==> config.mk <==
export PLATFORM = sky130hd
export DESIGN_NAME = pp_frame_tx
export DESIGN_NICKNAME = d
export VERILOG_FILES = /design/src/rtl/pp_tx_pkg.sv /design/src/rtl/pp_tick_timer.sv /design/src/rtl/pp_bit_shift.sv /design/src/rtl/pp_frame_tx.sv
export SDC_FILE = /design/constraint.sdc
export NUM_CORES = 1
export LEC_CHECK = 0
export ABC_AREA = 0
export BUFFER_PORTS_ARGS = -buffer_cell sky130_fd_sc_hd__buf_4
export CAP_MARGIN = 20
export CORE_ASPECT_RATIO = 0.7
export CORE_UTILIZATION = 30
export DETAILED_ROUTE_END_ITERATION = 8
export PLACE_DENSITY = 0.59
export SKIP_CTS_REPAIR_TIMING = 1
export SYNTH_ARGS = -nofsm -noshare
export SYNTH_HDL_FRONTEND = slang
export SYNTH_SLANG_ARGS = --single-unit
==> constraint.sdc <==
create_clock -name clk -period 3.3 [get_ports clk]
set_input_delay 0.165 -clock clk [delete_from_list [all_inputs] [get_ports clk]]
set_output_delay 0.165 -clock clk [all_outputs]
set_load 0.02 [all_outputs]
==> src/rtl/pp_tx_pkg.sv <==
package pp_tx_pkg;

  typedef enum logic [2:0] {
    ST_IDLE,
    ST_GAP,
    ST_MARK,
    ST_TAIL,
    ST_LISTEN
  } tx_state_e;

  function automatic int unsigned max3(input int unsigned a, input int unsigned b,
                                       input int unsigned c);
    int unsigned m;
    m = (a > b) ? a : b;
    return (m > c) ? m : c;
  endfunction

endpackage

==> src/rtl/pp_tick_timer.sv <==
module pp_tick_timer #(
  parameter int W = 9
) (
  input  logic         clk,
  input  logic         rst_n,
  input  logic         tick,
  input  logic         load,
  input  logic [W-1:0] load_val,
  output logic         expire
);

  logic [W-1:0] cnt;

  always_ff @(posedge clk) begin
    if (!rst_n) cnt <= '0;
    else if (load) cnt <= load_val;
    else if (tick && cnt != '0) cnt <= cnt - 1'b1;
  end

  assign expire = tick && (cnt == '0);


  hold_between_ticks_chk: assert property (@(posedge clk) disable iff (!rst_n)
    (!tick && !load) |=> $stable(cnt));

endmodule

==> src/rtl/pp_bit_shift.sv <==
module pp_bit_shift #(
  parameter int DW = 32,
  parameter int LW = 6
) (
  input  logic          clk,
  input  logic          rst_n,
  input  logic          load,
  input  logic [DW-1:0] din,
  input  logic [LW-1:0] len,
  input  logic          adv,
  output logic          cur_bit,
  output logic          last
);

  logic [DW-1:0] sr;
  logic [LW-1:0] rem;

  always_ff @(posedge clk) begin
    if (!rst_n) begin
      sr  <= '0;
      rem <= '0;
    end else if (load) begin
      sr  <= din;
      rem <= len;
    end else if (adv) begin
      sr  <= sr >> 1;
      rem <= rem - 1'b1;
    end
  end

  assign cur_bit = sr[0];
  assign last    = (rem == LW'(1));


  no_underrun_chk: assert property (@(posedge clk) disable iff (!rst_n)
    adv |-> (rem > LW'(1)));

endmodule

==> src/rtl/pp_frame_tx.sv <==
module pp_frame_tx
  import pp_tx_pkg::*;
#(
  parameter int MAX_BITS = 32,
  parameter int PAUSE_T  = 30,
  parameter int ONE_T    = 120,
  parameter int ZERO_T   = 60,
  parameter int LISTEN_T = 495,
  parameter int LEN_W    = $clog2(MAX_BITS + 1)
) (
  input  logic                clk,
  input  logic                rst_n,
  input  logic                tick,
  input  logic                frm_valid,
  output logic                frm_ready,
  input  logic [MAX_BITS-1:0] frm_data,
  input  logic [LEN_W-1:0]    frm_len,
  output logic                coil_on,
  output logic                busy,
  output logic                done,
  output logic                len_err
);

  localparam int ONE_ON  = ONE_T - PAUSE_T;
  localparam int ZERO_ON = ZERO_T - PAUSE_T;
  localparam int MAXT    = int'(max3(PAUSE_T, max3(ONE_ON, ZERO_ON, 1), LISTEN_T));
  localparam int TW      = $clog2(MAXT + 1);

  tx_state_e      state, nxt;
  logic           coil_q, nxt_coil;
  logic           done_q, err_q;
  logic           tm_load, expire;
  logic [TW-1:0]  tm_val;
  logic           sh_load, sh_adv, cur_bit, last;
  logic           fin, bad, accept, len_ok;

  pp_tick_timer #(.W(TW)) u_timer (
    .clk(clk), .rst_n(rst_n), .tick(tick),
    .load(tm_load), .load_val(tm_val), .expire(expire)
  );

  pp_bit_shift #(.DW(MAX_BITS), .LW(LEN_W)) u_shift (
    .clk(clk), .rst_n(rst_n), .load(sh_load), .din(frm_data), .len(frm_len),
    .adv(sh_adv), .cur_bit(cur_bit), .last(last)
  );

  assign busy      = (state != ST_IDLE);
  assign frm_ready = !busy;
  assign accept    = frm_valid && frm_ready;
  assign len_ok    = (frm_len != '0) && (int'(frm_len) <= MAX_BITS);

  always_comb begin
    nxt      = state;
    nxt_coil = coil_q;
    tm_load  = 1'b0;
    tm_val   = '0;
    sh_load  = 1'b0;
    sh_adv   = 1'b0;
    fin      = 1'b0;
    bad      = 1'b0;
    unique case (state)
      ST_IDLE: begin
        if (accept) begin
          if (len_ok) begin
            sh_load  = 1'b1;
            tm_load  = 1'b1;
            tm_val   = TW'(PAUSE_T - 1);
            nxt      = ST_GAP;
            nxt_coil = 1'b0;
          end else begin
            bad = 1'b1;
          end
        end
      end
      ST_GAP: begin
        if (expire) begin
          tm_load  = 1'b1;
          tm_val   = cur_bit ? TW'(ONE_ON - 1) : TW'(ZERO_ON - 1);
          nxt      = ST_MARK;
          nxt_coil = 1'b1;
        end
      end
      ST_MARK: begin
        if (expire) begin
          tm_load  = 1'b1;
          tm_val   = TW'(PAUSE_T - 1);
          nxt_coil = 1'b0;
          if (last) begin
            nxt = ST_TAIL;
          end else begin
            nxt    = ST_GAP;
            sh_adv = 1'b1;
          end
        end
      end
      ST_TAIL: begin
        if (expire) begin
          tm_load  = 1'b1;
          tm_val   = TW'(LISTEN_T - 1);
          nxt      = ST_LISTEN;
          nxt_coil = 1'b1;
          fin      = 1'b1;
        end
      end
      ST_LISTEN: begin
        if (expire) nxt = ST_IDLE;
      end
      default: nxt = ST_IDLE;
    endcase
  end

  always_ff @(posedge clk) begin
    if (!rst_n) begin
      state  <= ST_IDLE;
      coil_q <= 1'b1;
      done_q <= 1'b0;
      err_q  <= 1'b0;
    end else begin
      state  <= nxt;
      coil_q <= nxt_coil;
      done_q <= fin;
      err_q  <= bad;
    end
  end

  assign coil_on = coil_q;
  assign done    = done_q;
  assign len_err = err_q;


  gap_only_in_frame_chk: assert property (@(posedge clk) disable iff (!rst_n)
    !coil_on |-> busy);


  frame_opens_with_gap_chk: assert property (@(posedge clk) disable iff (!rst_n)
    $rose(busy) |-> !coil_on);


  done_single_chk: assert property (@(posedge clk) disable iff (!rst_n)
    done |=> !done);


  done_in_listen_chk: assert property (@(posedge clk) disable iff (!rst_n)
    done |-> (busy && coil_on));


  start_needs_handshake_chk: assert property (@(posedge clk) disable iff (!rst_n)
    $rose(busy) |-> $past(frm_valid && frm_ready));


  err_no_frame_chk: assert property (@(posedge clk) disable iff (!rst_n)
    len_err |-> (!busy && coil_on));

endmodule

# Word-level counts from Yosys, hierarchy flattened
# Index checks and enable logic that the tools add are counted.
[word_totals]
register_bits = 53
out_inout_bits = 5
wordCells = 76
in_bits = 42
[classes]
n_reduce_logical = 19
addsub = 2
n_eq_ne = 12
mux = 35
magnitude_cmp = 1
[op_table]
columns = ["cell", "count"]
rows = [
  ["$mux W32", 2],
  ["$pmux W9 S4", 1],
  ["$mux W9", 3],
  ["$mux W3", 6],
  ["$mux W5", 3],
  ["$pmux W3 S5", 1],
  ["$mux W7", 2],
  ["$mux W1", 12],
  ["$mux W6", 2],
  ["$ne A2 B2 Y1 const B", 6],
  ["$logic_not A9 Y1", 1],
  ["$reduce_bool A9 Y1", 1],
  ["$sub A9 B1 Y9 const B", 1],
  ["$eq A3 B2 Y1 const B", 2],
  ["$eq A6 B1 Y1 const B", 1],
  ["$le A6 B6 Y1 const B", 1],
  ["$reduce_and A6 Y1", 1],
  ["$reduce_bool A3 Y1", 2],
  ["$reduce_bool A6 Y1", 1],
  ["$sub A6 B1 Y6 const B", 1],
  ["$reduce_and A5 Y1", 1],
  ["$logic_and A1 B1 Y1", 4],
  ["$reduce_bool A2 Y1", 2],
  ["$eq A3 B1 Y1 const B", 1],
  ["other kinds (11)", 11],
]

# Logic depth before layout (Yosys ltp)
# Gate-level depths: netlist (run 1).
[depth]
word_depth = 6
mapped_depth = 10

# Hierarchy
# Synthesis (run 1) repeated with hierarchy kept, for this count alone.
[hier_totals]
hier_cells = 327
area_unflattened_um2 = 2776.4
[modules_own_cells]
columns = ["module", "cells_per_inst", "instances", "area_each_um2"]
rows = [
  ["pp_bit_shift", 213, 1, 1851.8],
  ["pp_tick_timer", 58, 1, 510.5],
  ["pp_frame_tx", 56, 1, 414.1],
]

# Least setup slack after synthesis (run 1)
# No wires, ideal clock.
[synth_timing]
kind = "reg2reg"
start = "register u_timer.cnt[0]"
end = "register u_timer.cnt[2]"
required_ps = 3166
path_stages_with_launch = 10
arrival_time_ps = 2171
synth_period_minus_slack_ps = 2305
slack_ps = 995
cell_sequence = "dfxtp_1 -> inv_1 -> ha_1 -> or4b_1 -> buf_2 -> or3_1 -> buf_6 -> or3_4 -> nor3b_1 -> a211oi_1"
[synth_via]
elab_chain_cells = 5
[synth_rtl]
columns = ["item", "line", "text"]
rows = [
  ["from (decl)", "pp_tick_timer.sv:12", "logic [W-1:0] cnt;"],
  ["from (signal assigned)", "pp_tick_timer.sv:16", "else if (load) cnt <= load_val;"],
  ["from (signal assigned)", "pp_tick_timer.sv:17", "else if (tick && cnt != '0) cnt <= cnt - 1'b1;"],
  ["parallel branches: the longest is 5 deep, another holds $sub A9 B1 Y9", "-", ""],
]
# Parallel ways; which one is timed is not known. The select of a mux whose other input is x is not followed.
# A chain may end at the register's enable or synchronous reset.

# Worst setup path in the final report (run 1)
[layout_timing]
start = "register u_timer.cnt[0]"
end = "register u_shift.sr[8]"
[layout_via]
elab_chain_cells = 5
[layout_rtl]
columns = ["item", "line", "text"]
rows = [
  ["$logic_not A9 Y1", "pp_tick_timer.sv:20", "assign expire = tick && (cnt == '0);"],
  ["$logic_and A1 B1 Y1", "pp_tick_timer.sv:20", ""],
  ["$mux W1", "pp_frame_tx.sv:84", "if (expire) begin"],
  ["$mux W1", "pp_frame_tx.sv:61", "unique case (state)"],
  ["$reduce_bool A2 Y1 (no source line)", "-", ""],
  ["to (signal assigned)", "pp_bit_shift.sv:23", "sr <= din;"],
  ["to (signal assigned)", "pp_bit_shift.sv:26", "sr <= sr >> 1;"],
  ["to (decl)", "pp_bit_shift.sv:15", "logic [DW-1:0] sr;"],
]
# Every way passes these cells.

==> flow_summary.yaml, run 1 <==
place:
  gp_congestion: 0.823
  port_buffers: 46
  dp_hpwl_um: 4260
power_and_ir_drop:
  powerDensity_nw_per_um2: 526
  ir_drop_mv: 0.223
  p_leak_nw: 1.19
global_route:
  use_met3: 0.0370
  use_met2: 0.197
  grt_pass1_wl_um: 10600
  grtUsageTotal: 0.144
  grt_max_degree: 60
  overflow: 0
  grt_pass1_vias: 2152
  top_usage_layer: "met1"
  use_met1: 0.220
  antenna_found_initial: 0
route:
  finalWirelength_um: 6340
  antenna_left: 0
  detail_route.vias_per_cell: 4.95
  drc: 0
  wl_per_cell_um: 13.0
  dr.pass1.iters: 4
  first_iter_violations: 84
  vias: 2414
critical_path:
  endpoint_kind: "flip-flop"
  cp_max_fo: 26
  cp.arrival_ns: 2.81
  worstSetupPathType: "flip-flop to flip-flop"
  worstPathRequired_ns: 3.49
  start_kind: "flip-flop"
floorplanning:
  fp.dieW_um: 114
  io_pins: 47
  dieArea_um2: 9120
  coreArea_um2: 8440
  fp-row-count: 28
  dieHeight_um: 80.2
  initial_core_util: 0.310
timing:
  final.period_utilization: 0.793
  hold_violations: 0
  slew_violations: 0
  tightest_slew_ns: 0.738
  timing.hold.ws_ns: 0.110
  slew_headroom: 0.501
  period_needed_ns: 2.62
  rsz0062_at_grt: "false"
  fmax_mhz: 382
  finalSetupViolCount: 0
  fin_worst_skew_ns: 0.00728
  setup_tns_ns: 0
finish:
  layout-drive-gt1-share: 0.193
  nets: 412
  insertedDiodeCount: 0
  nFillCells: 883
  utilization: 0.384
  synthToLayoutAreaGrowth_pct: 23.6
synth:
  synthTopCellsByArea: "dfxtp_1, a311oi_1, nand2_1"
  yosys-top-cells-count: "nand2_1, dfxtp_1, nor2_1, a311oi_1, clkbuf_1"
  synth.yosys.seq_area_share: 0.405
  synth_flop_cell: "dfxtp_1"
  synth_area_um2: 2620
  synth-edff-count: 0
  syn_avg_cell_area_um2: 7.84
  ys_types: 43
  ys_ff_latch: 53
  synthArstFlopShare: 0
  synthCells: 334
  ys.warnings.count: 0
  synth_top_area_frac: 0.405
  synth_top_cell_by_area: "dfxtp_1"
  syn_nets: 379
  synth.most_common_cell: "nand2_1"
run_status:
  status: "finished clean"
clocking:
  cts_made_buffers: 5
  clk_pin_slew_ns: 0.07
  cts_max_path_buffers: 2
  cts_tree: "done"
  insertion_delay_ns: 0.29
  clock_sinks: 53
  ctsHtreeMaxLevel: 2
  cts_root_buf: "clkbuf_16"
job:
  maxCapViolCount: 0
hold_path:
  min_path_type: "input port to flip-flop"
## final cells by class
cell class / instances / area (um2) / area share
timing repair buffer: 54 / 418 / 0.129
tap: 120 / 150 / 0.0464
clock buffer: 5 / 125 / 0.0386
inverter: 7 / 26.3 / 0.00811
clock inverter: 3 / 50.0 / 0.0155
sequential: 53 / 1060 / 0.328
multi-input combinational: 246 / 1410 / 0.435
## layout by cell type, fill, tap and decap left out, types with 3 or more instances in the layout
master / n
nand3_1: 11
a311oi_1: 33
inv_1: 7
clkbuf_16: 5
xor2_1: 7
a31oi_1: 3
or3_1: 3
a211oi_1: 9
a21oi_1: 8
o21ai_0: 4
nand2_1: 70
dfxtp_1: 53
ha_1: 3
nand4_1: 4
nor2_1: 48
o211ai_1: 3
nand2b_1: 3
buf_4: 53
nor3_1: 8
## stage by stage
step	setup WS (ns)	instance area [um2]	cells	total power, mW
after floorplan	0.995	2620	334	1.00
after global placement	0.708	3060	480	1.10
after detailed placement	0.711	3060	480	1.10
after CTS	0.707	3240	488	1.72
after global routing	0.511	3240	488	1.80
final	0.682	3240	488	1.70
## worst paths after layout
check / from / end / slack [ns] / cells after the start
worst max register to register: u_timer.cnt[0]$_SDFFE_PN0P_ / u_shift.sr[8]$_SDFFE_PN0P_ / 0.68 / 8
worst min register to register: u_shift.sr[18]$_SDFFE_PN0P_ / u_shift.sr[17]$_SDFFE_PN0P_ / 0.48 / 2
worst max-delay path: u_timer.cnt[0]$_SDFFE_PN0P_ / u_shift.sr[8]$_SDFFE_PN0P_ / 0.68 / 8
worst min-delay path: rst_n / coil_on$_SDFFE_PN1P_ / 0.11 / 2
## critical path: stages, from the launching register on
cell      delay (ns)
dfxtp_1         0.34
inv_1           0.07
ha_1            0.18
or4b_1          0.57
nor3_1          0.38
and2_1          0.42
buf_12          0.22
nand2_1         0.07
a311oi_1        0.27
## metal layers
layer	routed length, um	vias to the layer above
met1	3520	1100
met3	246	2
met4	22	0
li1	-	1259
met5	0	-
met2	2550	53
## flip-flops by register name, summed over array words and instances (netlist names)
signal       count
u_shift.sr      32
u_timer.cnt      9
u_shift.rem      6
state            3
coil_on          1
done             1
len_err          1
## logic make-up after synthesis
kind of cell | Yosys count | synth area share
and+or+nand+nor | 165 | 0.284
xor gates and xnor gates | 8 | 0.0267
buffers and inverters | 35 | 0.0607
adders and majority gates | 3 | 0.0143
AOI/OAI and AO/OA | 70 | 0.210
DFF | 53 | 0.405
## power by group
part / internal, mW / switching, mW / total (mW) / leakage (nW)
Sequential: 0.702 / 0.0457 / 0.748 / 0.436
Combinational: 0.156 / 0.187 / 0.343 / 0.672
Clock: 0.365 / 0.248 / 0.613 / 0.0859
No activity file was read; power rests on OpenSTA's default activity.
==> run 2, diff against run 1 <==
--- a/config.mk
+++ b/config.mk
@@ -5,13 +5,13 @@
 export SDC_FILE = /design/constraint.sdc
 export NUM_CORES = 1
 export LEC_CHECK = 0
-export ABC_AREA = 0
+export ABC_AREA = 1
 export BUFFER_PORTS_ARGS = -buffer_cell sky130_fd_sc_hd__buf_4
 export CAP_MARGIN = 20
 export CORE_ASPECT_RATIO = 0.7
 export CORE_UTILIZATION = 30
 export DETAILED_ROUTE_END_ITERATION = 8
-export PLACE_DENSITY = 0.59
+export PLACE_DENSITY = 0.6
 export SKIP_CTS_REPAIR_TIMING = 1
 export SYNTH_ARGS = -nofsm -noshare
 export SYNTH_HDL_FRONTEND = slang
==> constraint.sdc (replaced) <==
create_clock -name clk -period 2.2 [get_ports clk]
set_input_delay 0.11 -clock clk [delete_from_list [all_inputs] [get_ports clk]]
set_output_delay 0.11 -clock clk [all_outputs]
set_load 0.02 [all_outputs]
==> run 2 against run 1 <==
Power grew 110%. Area after synthesis grew 12%. Clock power grew 50%. Setup slack lost 0.49 ns. Sequential power grew 62%. Combinational power grew to 4.4 times the previous value. Non-clock buffer count grew 1. Clock skew is essentially flat. Global-route usage grew 0.21 points. Utilization grew 0.20 points. Critical path depth grew 1.
==> flow_summary.yaml, run 2 <==
floorplanning:
  dieArea_um2: 10200
  io_pins: 47
  dieHeight_um: 84.8
  fp.dieW_um: 120
  coreArea_um2: 9290
  fp-row-count: 29
  initial_core_util: 0.316
critical_path:
  worstPathRequired_ns: 2.39
  crit_chain: "inv_1 > ha_1 > nand2_2 > nor2_4 > nand4_1 > nand3_2 > nand2_1 > nor2_1 > nor2_1"
  start_kind: "flip-flop"
  ff2ff_path_depth: 9
  r2r-end: "u_timer.cnt[6]$_SDFFE_PN0P_"
  cp_max_fo: 9
  max_stage_delay_ns: 0.31
  slowest_stage: "dfxtp_1"
  endpoint_kind: "flip-flop"
  cp.arrival_ns: 2.19
  crit_top_cell: "nor2_1"
  regToRegSetupSlack_ns: 0.20
  worstSetupPathType: "flip-flop to flip-flop"
  reg2reg_from: "u_timer.cnt[0]$_SDFFE_PN0P_"
power_and_ir_drop:
  ir_drop_mv: 0.355
  p_sw_frac: 0.391
  p_int_mw: 2.22
  clkPwrFrac: 0.252
  powerDensity_nw_per_um2: 1020
  p_leak_nw: 1.64
  combPwrFrac: 0.416
  seq_power_share: 0.333
  p_sw_mw: 1.43
finish:
  synthToLayoutAreaGrowth_pct: 21.8
  nets: 548
  largest_reg_flops: 32
  reg_top3: "u_shift.sr x32, u_timer.cnt x9, u_shift.rem x6"
  layout_commonest_cell: "nand2_1"
  layout-drive-gt1-share: 0.155
  regMostFlops: "u_shift.sr"
  final_cell_mix: "nand2_1, buf_4, dfxtp_1"
  insertedDiodeCount: 0
synth:
  synthArstFlopShare: 0
  synth.yosys.seq_area_share: 0.361
  synth_area_um2: 2940
  synth_top_area_frac: 0.361
  syn_nets: 508
  ys_types: 31
  synth.most_common_cell: "nand2_1"
  synthCells: 463
  synth_flop_cell: "dfxtp_1"
  synth-edff-count: 0
  ys.warnings.count: 0
  ys_ff_latch: 53
  synthTopCellsByArea: "dfxtp_1, nand2_1, nand3_1"
  synth_top_cell_by_area: "dfxtp_1"
  syn_avg_cell_area_um2: 6.35
  yosys-top-cells-count: "nand2_1, dfxtp_1, nand3_1, nor2_1, a21oi_1"
hold_path:
  hold_path_startpoint: "frm_data[31]"
  min_path_type: "input port to flip-flop"
  hold_path_depth: 3
  hold_end: "u_shift.sr[31]$_SDFFE_PN0P_"
place:
  port_buffers: 46
  dp_hpwl_um: 5050
  place_ws_ns: 0.162
  gp_congestion: 0.852
clocking:
  clk_pin_slew_ns: 0.07
  cts_made_buffers: 5
  cts_max_path_buffers: 2
  clock_sinks: 53
  ctsHtreeMaxLevel: 2
  insertion_delay_ns: 0.29
  cts_root_buf: "clkbuf_16"
  cts_tree: "done"
global_route:
  antenna_found_initial: 0
  grt_pass1_vias: 2653
  grtUsageTotal: 0.146
  overflow: 0
  grt_max_degree: 35
  grt_pass1_wl_um: 12200
route:
  antenna_left: 0
  wl_per_cell_um: 11.6
  vias: 2928
  first_iter_violations: 196
  drc: 0
  detail_route.vias_per_cell: 4.66
  finalWirelength_um: 7310
  dr.pass1.iters: 4
timing:
  tightest_slew_ns: 0.376
  period_needed_ns: 2.00
  slew_violations: 0
  rsz0062_at_grt: "false"
  fin_ws_ns: 0.195
  fmax_mhz: 499
  final.period_utilization: 0.911
  slew_headroom: 0.750
  hold_violations: 0
  fin_worst_skew_ns: 0.00709
  setup_tns_ns: 0
  finalSetupViolCount: 0
job:
  maxCapViolCount: 0
run_status:
  status: "finished clean"
==> run 2: cell type report <==
| type | instances | area (um2) |
|---|---|---|
| fillers | 1022 | 5710 |
| multi-input cells | 358 | 1650 |
| flip-flops and latches | 53 | 1060 |
| repair buffers | 55 | 425 |
| well taps | 124 | 155 |
| clock buffers | 7 | 143 |
| inverters | 30 | 113 |
| clock inverters | 1 | 30.0 |
==> run 2: worst max-delay path by stage <==
stage                     depth (start not counted)                     endpoint                        start  slack, ns
final                                             9  u_timer.cnt[6]$_SDFFE_PN0P_  u_timer.cnt[0]$_SDFFE_PN0P_       0.20
after global routing                              9  u_timer.cnt[6]$_SDFFE_PN0P_  u_timer.cnt[0]$_SDFFE_PN0P_       0.04
after CTS                                        10   u_shift.sr[7]$_SDFFE_PN0P_  u_timer.cnt[0]$_SDFFE_PN0P_       0.14
after detailed placement                         10   u_shift.sr[7]$_SDFFE_PN0P_  u_timer.cnt[0]$_SDFFE_PN0P_       0.16
after global placement                           10  u_shift.rem[4]$_SDFFE_PN0P_  u_timer.cnt[0]$_SDFFE_PN0P_       0.26
after floorplan                                  10  u_shift.rem[4]$_SDFFE_PN0P_  u_timer.cnt[0]$_SDFFE_PN0P_       0.57
==> run 2: routing by layer <==
metal | wire length, um | vias up | track usage
met5 | 0 | - | 0
met4 | 62 | 0 | 0.0359
met3 | 422 | 5 | 0.0309
met2 | 3070 | 60 | 0.226
met1 | 3750 | 1311 | 0.208
li1 | - | 1552 | -
==> run 2: cell families (layout without fill, tap and decap cells) <==
logic type | count (synthesis) | after routing | share of synthesized area
and+or+nand+nor | 291 | 292 | 0.426
adders and majority gates | 3 | 3 | 0.0128
buffers and inverters | 53 | 93 | 0.0830
AOI/OAI and AO/OA | 58 | 58 | 0.102
DFF | 53 | 53 | 0.361
xor gates and xnor gates | 5 | 5 | 0.0149
==> run 2: critical path: cells and delay by family, from the launching register on <==
family | cells | cell delay [ns]
flip-flops | 1 | 0.31
buffers and inverters | 1 | 0.11
adder cells (fa/ha/maj) | 1 | 0.22
AND/OR/NAND/NOR | 7 | 1.26
==> run 2: power by group through the flow <==
| stage | Sequential [mW] | Combinational [mW] | Clock [mW] |
|---|---|---|---|
| floorplan | 1.21 | 1.18 | 0 |
| global placement | 1.23 | 1.47 | 0 |
| detailed placement | 1.23 | 1.49 | 0 |
| CTS | 1.21 | 1.50 | 0.944 |
| global route | 1.23 | 1.71 | 0.990 |
| finish | 1.21 | 1.52 | 0.918 |
==> run 2: stage by stage <==
stage	util	instances	hold slack [ns]	power [mW]	area (um2)
6_report	0.386	628	0.0951	3.65	3580
5_1_grt	0.386	628	0.127	3.93	3580
4_1_cts	0.381	624	0.0938	3.66	3540
3_5_place_dp	0.362	616	0.399	2.72	3370
3_3_place_gp	0.362	616	0.399	2.70	3370
2_1_floorplan	-	463	0.249	2.39	2940
